$ cat src/rtl/via_pkg.sv
package via_pkg;
  localparam int REG_AW = 4;
  localparam int NREG = 1 << REG_AW;

  // Register offsets
  localparam logic [REG_AW-1:0] OFS_PB     = 4'h0;
  localparam logic [REG_AW-1:0] OFS_PA     = 4'h1;
  localparam logic [REG_AW-1:0] OFS_DDRB   = 4'h2;
  localparam logic [REG_AW-1:0] OFS_DDRA   = 4'h3;
  localparam logic [REG_AW-1:0] OFS_T1LO   = 4'h4;
  localparam logic [REG_AW-1:0] OFS_T1HI   = 4'h5;
  localparam logic [REG_AW-1:0] OFS_LATLO  = 4'h6;
  localparam logic [REG_AW-1:0] OFS_LATHI  = 4'h7;
  localparam logic [REG_AW-1:0] OFS_AUX    = 4'hB;
  localparam logic [REG_AW-1:0] OFS_FLAG   = 4'hD;
  localparam logic [REG_AW-1:0] OFS_ENAB   = 4'hE;
  localparam logic [REG_AW-1:0] OFS_PANH   = 4'hF;

  localparam int FLAG_T1  = 6;  // timer flag / enable bit
  localparam int AUX_CONT = 6;  // free-running select bit

  // Offsets that are plain storage (timer 2, shift, aux, peripheral control)
  function automatic logic isPlainOfs(input int o);
    return (o == 8) || (o == 9) || (o == 10) || (o == 11) || (o == 12);
  endfunction

  typedef struct packed {
    logic [NREG-1:0] wrSel;
    logic            rdT1Lo;
    logic            t1Load;
    logic            t1Dec;
    logic            t1Reload;
    logic            t1Wrap;
    logic            t1Fire;
  } viaStrobes_t;
endpackage

$ cat src/rtl/via_ctrl.sv
module via_ctrl
  import via_pkg::*;
#(
  parameter int CNT_W = 16
) (
  input  logic              clk,
  input  logic              rstN,
  input  logic              cs,
  input  logic              rd,
  input  logic              wr,
  input  logic [REG_AW-1:0] addr,
  input  logic [CNT_W-1:0]  cntVal,
  input  logic              contMode,
  output viaStrobes_t       strb
);
  logic [NREG-1:0] wrSel;
  logic running;
  logic armed;
  logic cntZero;

  for (genvar g = 0; g < NREG; g++) begin : g_dec
    assign wrSel[g] = cs && wr && (addr == REG_AW'(g));
  end

  assign cntZero = (cntVal == '0);

  always_comb begin
    strb        = '0;
    strb.wrSel  = wrSel;
    strb.rdT1Lo = cs && rd && !wr && (addr == OFS_T1LO);
    strb.t1Load = wrSel[OFS_T1HI];
    if (running && !strb.t1Load) begin
      if (cntZero) begin
        strb.t1Fire   = contMode || armed;
        strb.t1Reload = contMode;
        strb.t1Wrap   = !contMode;
      end else begin
        strb.t1Dec = 1'b1;
      end
    end
  end

  always_ff @(posedge clk or negedge rstN) begin
    if (!rstN) begin
      running <= 1'b0;
      armed   <= 1'b0;
    end else if (strb.t1Load) begin
      running <= 1'b1;
      armed   <= 1'b1;
    end else if (strb.t1Fire && !contMode) begin
      armed <= 1'b0;
    end
  end
endmodule

$ cat src/rtl/via_dp.sv
module via_dp
  import via_pkg::*;
#(
  parameter int DATA_W = 8
) (
  input  logic                clk,
  input  logic                rstN,
  input  logic                cs,
  input  logic                rd,
  input  logic [REG_AW-1:0]   addr,
  input  logic [DATA_W-1:0]   wdata,
  input  viaStrobes_t         strb,
  input  logic [DATA_W-1:0]   portAIn,
  input  logic [DATA_W-1:0]   portBIn,
  output logic [DATA_W-1:0]   portAOut,
  output logic [DATA_W-1:0]   portBOut,
  output logic [DATA_W-1:0]   portAOe,
  output logic [DATA_W-1:0]   portBOe,
  output logic [DATA_W-1:0]   rdata,
  output logic [2*DATA_W-1:0] cntVal,
  output logic                contMode,
  output logic                irqN
);
  localparam int CNT_W = 2 * DATA_W;
  localparam int SRC_W = DATA_W - 1;

  logic [DATA_W-1:0] ora, orb, ddra, ddrb, latLo, latHi;
  logic [DATA_W-1:0] pinA, pinB;
  logic [CNT_W-1:0]  cnt;
  logic [SRC_W-1:0]  ifr, ifrNext, ier;
  logic [NREG-1:0][DATA_W-1:0] plainRd;
  logic anyIrq;

  // Per-pin direction mux
  for (genvar b = 0; b < DATA_W; b++) begin : g_pin
    assign pinA[b] = ddra[b] ? ora[b] : portAIn[b];
    assign pinB[b] = ddrb[b] ? orb[b] : portBIn[b];
  end

  // Plain storage bytes
  for (genvar g = 0; g < NREG; g++) begin : g_plain
    if (isPlainOfs(g)) begin : g_st
      logic [DATA_W-1:0] q;
      always_ff @(posedge clk or negedge rstN) begin
        if (!rstN)              q <= '0;
        else if (strb.wrSel[g]) q <= wdata;
      end
      assign plainRd[g] = q;
    end else begin : g_none
      assign plainRd[g] = '0;
    end
  end

  assign contMode = plainRd[OFS_AUX][AUX_CONT];

  always_ff @(posedge clk or negedge rstN) begin
    if (!rstN) begin
      ora <= '0; orb <= '0; ddra <= '0; ddrb <= '0;
      latLo <= '0; latHi <= '0;
    end else begin
      if (strb.wrSel[OFS_PA] || strb.wrSel[OFS_PANH]) ora <= wdata;
      if (strb.wrSel[OFS_PB])   orb  <= wdata;
      if (strb.wrSel[OFS_DDRA]) ddra <= wdata;
      if (strb.wrSel[OFS_DDRB]) ddrb <= wdata;
      if (strb.wrSel[OFS_T1LO] || strb.wrSel[OFS_LATLO]) latLo <= wdata;
      if (strb.wrSel[OFS_T1HI] || strb.wrSel[OFS_LATHI]) latHi <= wdata;
    end
  end

  // Interval counter
  always_ff @(posedge clk or negedge rstN) begin
    if (!rstN)              cnt <= '0;
    else if (strb.t1Load)   cnt <= {wdata, latLo};
    else if (strb.t1Reload) cnt <= {latHi, latLo};
    else if (strb.t1Wrap)   cnt <= '1;
    else if (strb.t1Dec)    cnt <= cnt - CNT_W'(1);
  end
  assign cntVal = cnt;

  // Flags: set wins over any clear in the same cycle
  always_comb begin
    ifrNext = ifr;
    if (strb.wrSel[OFS_FLAG])          ifrNext = ifrNext & ~wdata[SRC_W-1:0];
    if (strb.rdT1Lo || strb.t1Load)    ifrNext[FLAG_T1] = 1'b0;
    if (strb.t1Fire)                   ifrNext[FLAG_T1] = 1'b1;
  end

  always_ff @(posedge clk or negedge rstN) begin
    if (!rstN) begin
      ifr <= '0;
      ier <= '0;
    end else begin
      ifr <= ifrNext;
      if (strb.wrSel[OFS_ENAB])
        ier <= wdata[DATA_W-1] ? (ier | wdata[SRC_W-1:0]) : (ier & ~wdata[SRC_W-1:0]);
    end
  end

  assign anyIrq = |(ifr & ier);
  assign irqN   = !anyIrq;

  assign portAOut = ora;
  assign portBOut = orb;
  assign portAOe  = ddra;
  assign portBOe  = ddrb;

  always_comb begin
    rdata = '0;
    if (cs && rd) begin
      unique case (addr)
        OFS_PB:            rdata = pinB;
        OFS_PA, OFS_PANH:  rdata = pinA;
        OFS_DDRB:          rdata = ddrb;
        OFS_DDRA:          rdata = ddra;
        OFS_T1LO:          rdata = cnt[DATA_W-1:0];
        OFS_T1HI:          rdata = cnt[CNT_W-1:DATA_W];
        OFS_LATLO:         rdata = latLo;
        OFS_LATHI:         rdata = latHi;
        OFS_FLAG:          rdata = {anyIrq, ifr};
        OFS_ENAB:          rdata = {1'b1, ier};
        default:           rdata = plainRd[addr];
      endcase
    end
  end
endmodule

$ cat src/rtl/via_timer.sv
module via_timer
  import via_pkg::*;
#(
  parameter int DATA_W = 8
) (
  input  logic              clk,
  input  logic              rstN,
  input  logic              cs,
  input  logic              rd,
  input  logic              wr,
  input  logic [REG_AW-1:0] addr,
  input  logic [DATA_W-1:0] wdata,
  output logic [DATA_W-1:0] rdata,
  input  logic [DATA_W-1:0] portAIn,
  input  logic [DATA_W-1:0] portBIn,
  output logic [DATA_W-1:0] portAOut,
  output logic [DATA_W-1:0] portBOut,
  output logic [DATA_W-1:0] portAOe,
  output logic [DATA_W-1:0] portBOe,
  output logic              irqN
);
  localparam int CNT_W = 2 * DATA_W;

  viaStrobes_t      strb;
  logic [CNT_W-1:0] cntVal;
  logic             contMode;

  via_ctrl #(.CNT_W(CNT_W)) u_ctrl (
    .clk(clk), .rstN(rstN), .cs(cs), .rd(rd), .wr(wr), .addr(addr),
    .cntVal(cntVal), .contMode(contMode), .strb(strb)
  );

  via_dp #(.DATA_W(DATA_W)) u_dp (
    .clk(clk), .rstN(rstN), .cs(cs), .rd(rd), .addr(addr), .wdata(wdata),
    .strb(strb), .portAIn(portAIn), .portBIn(portBIn),
    .portAOut(portAOut), .portBOut(portBOut),
    .portAOe(portAOe), .portBOe(portBOe),
    .rdata(rdata), .cntVal(cntVal), .contMode(contMode), .irqN(irqN)
  );
endmodule

$ cat config.mk
export PLATFORM = sky130hd
export DESIGN_NAME = via_timer
export DESIGN_NICKNAME = d
export VERILOG_FILES = /design/src/rtl/via_pkg.sv /design/src/rtl/via_ctrl.sv /design/src/rtl/via_dp.sv /design/src/rtl/via_timer.sv
export SDC_FILE = /design/constraint.sdc
export NUM_CORES = 1
export LEC_CHECK = 0
export BUFFER_PORTS_ARGS = -buffer_cell sky130_fd_sc_hd__buf_2
export CAP_MARGIN = 10
export CORE_MARGIN = 5
export CORE_UTILIZATION = 38
export DETAILED_ROUTE_END_ITERATION = 10
export GPL_TIMING_DRIVEN = 0
export PLACE_DENSITY = 0.66
export SLEW_MARGIN = 25
export SYNTH_ARGS = -nofsm -noshare
export SYNTH_HDL_FRONTEND = slang
export SYNTH_SLANG_ARGS = --single-unit
$ cat constraint.sdc
create_clock -name clk -period 2.3 [get_ports clk]
set_clock_uncertainty 0.05 [all_clocks]
set_input_delay 0.115 -clock clk [delete_from_list [all_inputs] [get_ports clk]]
set_output_delay 0.115 -clock clk [all_outputs]
set_load 0.05 [all_outputs]
==> metrics.md <==
| Metric | Value |
|---|---|
| Post-synth ARST share | `100%` |
| Die height | `143 µm` |
| Wire length per cell | `24.7 µm` |
| Post-layout net count | `731` |
| Synth Area in Simple Gates | `14.6%` |
| Yosys warns | `0` |
| Power Density | `1020 nW/µm²` |
| Largest net degree at the start of global routing | `73` |
| Max VDD drop | `0.622 mV` |
| Vias in the first global route | `5735` |
| Htree depth | `4` |
| Worst slew pin tran | `878 ps` |
| Most used flip-flop cell after synthesis | `dfrtp_1` |
| Drt pass-1 iters | `9` |
| Syn nets | `628` |
| Sequential share of the synthesized area | `44.4%` |
| Num rows | `48` |
| Sw Ratio | `37.0%` |
| Main combinational cell family by area after synthesis | `multiplexers` |
| Final slew viol count | `0` |
| Setup slack, reg-to-reg | `140 ps` |
| Tot GR Track Use | `23.2%` |
| Fraction of layout cells with a size suffix above 1 | `40.5%` |
| Num CTS Buffers | `17` |
| Final-report setup violation count | `0` |
| Post-Route WL | `23100 µm` |
| Failing checks | `DRC` |
| PnR worst setup slack | `24.9 ps` |
| Area occupied by multi-input gates | `3560 µm²` |
| First-pass GRT wire length | `35700 µm` |
| CP Capture Type | `output port` |
| DR vias/cell | `6.05` |
| Die X | `143 µm` |
| Worst EP arrival | `2110 ps` |
| Slowest-stage cell, CP | `dfrtp_1` |
| Outcome | `finished with violations` |
| Compound-Gate Fraction of Synth Area | `15.0%` |
| GR Overflow Total | `0` |
| Max-slew headroom | `41.5%` |
| Comb pwr share | `29.2%` |
| Residual DRC | `1` |
| Worst-Skew Late Latency | `420 ps` |
| CTS clk-pin slew, worst paths | `60 ps` |
| Initial antenna violation count | `0` |
| CP Cell Sequence | `a22oi_1 -> and3_1 -> or3_1 -> a31oi_1 -> buf_2` |
| Core area | `17400 µm²` |
| Post-Synthesis Cells | `593` |
| Fin crit share | `98.9%` |
| Final Hold Viols | `0` |
| Worst Path Class, Setup | `register to output port` |
| Synth Area in Adders | `0.370%` |
| Sink Count | `120` |
| Fill count | `1624` |
| Antenna-violating nets left | `0` |
| Worst hold slack | `127 ps` |
| Switch Pwr | `3.08 mW` |
| N_diodes | `0` |
| PortBufs | `72` |
| Post-DP HPWL | `16800 µm` |
| CP peak stage delay | `420 ps` |
| RD Place Congestion | `0.987` |
| Most common cell after layout, fill and taps aside | `dfrtp_1` |
| Worst min path class | `primary input to register` |
| Worst-path fanout max | `3` |
| Seq pwr share | `37.8%` |
| Post-Synth XOR/XNOR Area | `0.648%` |
| Vias post-DR | `5650` |
| EDFF count, synth | `0` |
| Library cells used by synthesis | `77` |
| Die area | `20500 µm²` |
| Starting density of the core | `38.9%` |
| Period minus WS final | `2280 ps` |
| #FFs+latches synth | `120` |
| Leakage | `3.58 nW` |
| Fmax | `440 MHz` |
| Int Power | `5.26 mW` |
| Sequential cell area | `3010 µm²` |
| Num ports | `74` |
| Final core occ | `47.3%` |
| Most frequent cells in the layout | `dfrtp_1 (117), mux2_2 (92), buf_2 (79), a21oi_1 (40), nand2_1 (36)` |
| Total power | `8.34 mW` |
| Clock share of power | `32.9%` |
| Average size of a mapped cell | `11.4 µm²` |
| Clk buf depth | `2` |
| P&R area growth vs syn | `21.5%` |
| Root buf cell | `clkbuf_16` |
| Worst EP required | `2130 ps` |
| DP Area | `7430 µm²` |
| CTS tree | `yes` |
| Post-route cell area | `8210 µm²` |
| Max-Cap Viols | `0` |
| Post-synthesis mux area share | `21.4%` |
| CP Launch Type | `register` |
| DR iter-0 viols | `600` |
| Post-Place Setup Slack | `-80.8 ps` |
| Mapped Area | `6760 µm²` |
## what timing repair did
action / CTS / global route
setup buffers: 1 / 2
resized for setup: 8 / 9
hold buffers: 8 / 0
pin swaps: 2 / 4
setup endpoints to repair: 4 / 6
hold endpoints to repair: 67 / 0
## cell families after synthesis
family | Yosys count
adders and majority gates | 2
buffers and inverters | 44
xor gates and xnor gates | 5
muxes | 118
and+or+nand+nor | 157
DFF | 120
AOI/OAI and AO/OA | 147
## registers in the layout, summed over array words and instances (netlist names), named ones only
| name | flops |
|---|---|
| u_dp.ifr | 7 |
| u_dp.portAOe | 8 |
| u_ctrl.armed | 1 |
| u_dp.latLo | 8 |
| u_ctrl.running | 1 |
| u_dp.portBOe | 8 |
| u_dp.portBOut | 8 |
| u_dp.portAOut | 8 |
| u_dp.g_plain.g_st.q | 40 |
| u_dp.latHi | 8 |
| u_dp.cntVal | 16 |
## layer usage
metal / part of all wire, % / GRT usage (%) / routed length, µm
met5: 0 / 0 / 0
met4: 1.1 / 5.05 / 264
met3: 8.0 / 6.62 / 1840
met2: 48 / 37.3 / 11000
met1: 43 / 31.5 / 9960
## through the flow
stage / instances / setup TNS, ps
global placement: 890 / -40770
floorplan: 593 / 0
detailed placement: 891 / -80.8
CTS: 932 / 0
finish: 934 / 0
global route: 934 / -5.94
## cells in the mapped netlist, types with 5 or more instances
master	instances	area share, %
a21boi_0	7	0.78
a21oi_1	42	3.1
a22oi_1	7	0.78
a31oi_1	7	0.65
a32oi_1	5	0.65
and2_1	5	0.46
and3_1	5	0.46
buf_2	10	0.74
buf_4	9	1.0
clkbuf_1	14	0.78
dfrtp_1	120	44
inv_1	6	0.33
mux2_2	92	15
mux2_4	8	1.8
mux2i_1	9	1.3
mux4_2	6	2.0
nand2_1	36	2.0
nand2_2	5	0.46
nand3_1	16	1.2
nor2_1	21	1.2
nor2b_1	6	0.56
nor3_1	6	0.44
nor3_4	5	1.2
nor3b_1	10	1.1
o21ai_0	21	1.6
o221ai_1	14	1.8
## final timing paths
kind	depth (start not counted)	endpoint	from
max	5	rdata[7]	u_dp.ifr[6]
min	4	u_dp.ifr[6]	wr
max reg2reg	7	u_dp.cntVal[10]	u_dp.cntVal[0]
min reg2reg	1	u_dp.g_plain[9].g_st.q[7]	u_dp.g_plain[9].g_st.q[7]
max in group asynchronous	3	u_dp.portAOe[0]	rstN
min in group asynchronous	2	u_dp.g_plain[8].g_st.q[5]	rstN
## cell type report
class | count | share of cell area [%]
Buffer | 38 | 2.70
Clock buffer | 20 | 5.69
Clock inverter | 12 | 1.69
Inverter | 6 | 0.274
Multi-Input combinational cell | 429 | 43.4
Sequential cell | 120 | 36.6
Tap cell | 225 | 3.43
Timing Repair Buffer | 84 | 6.16
## power groups by stage
stage	sequential [mW]	combinational [mW]	clock, mW
CTS	3.14	2.40	2.77
global route	3.20	2.62	2.88
finish	3.15	2.44	2.75
floorplan	3.37	1.37	0
global placement	3.14	2.29	0
detailed placement	3.17	2.37	0
## worst max-delay path, delay by kind of cell (launching register included)
family	cells	cell delay (ps)
and+or+nand+nor	2	560
DFF	1	420
AOI/OAI and AO/OA	2	390
buffers and inverters	1	320
No activity file was read; power rests on OpenSTA's default activity.
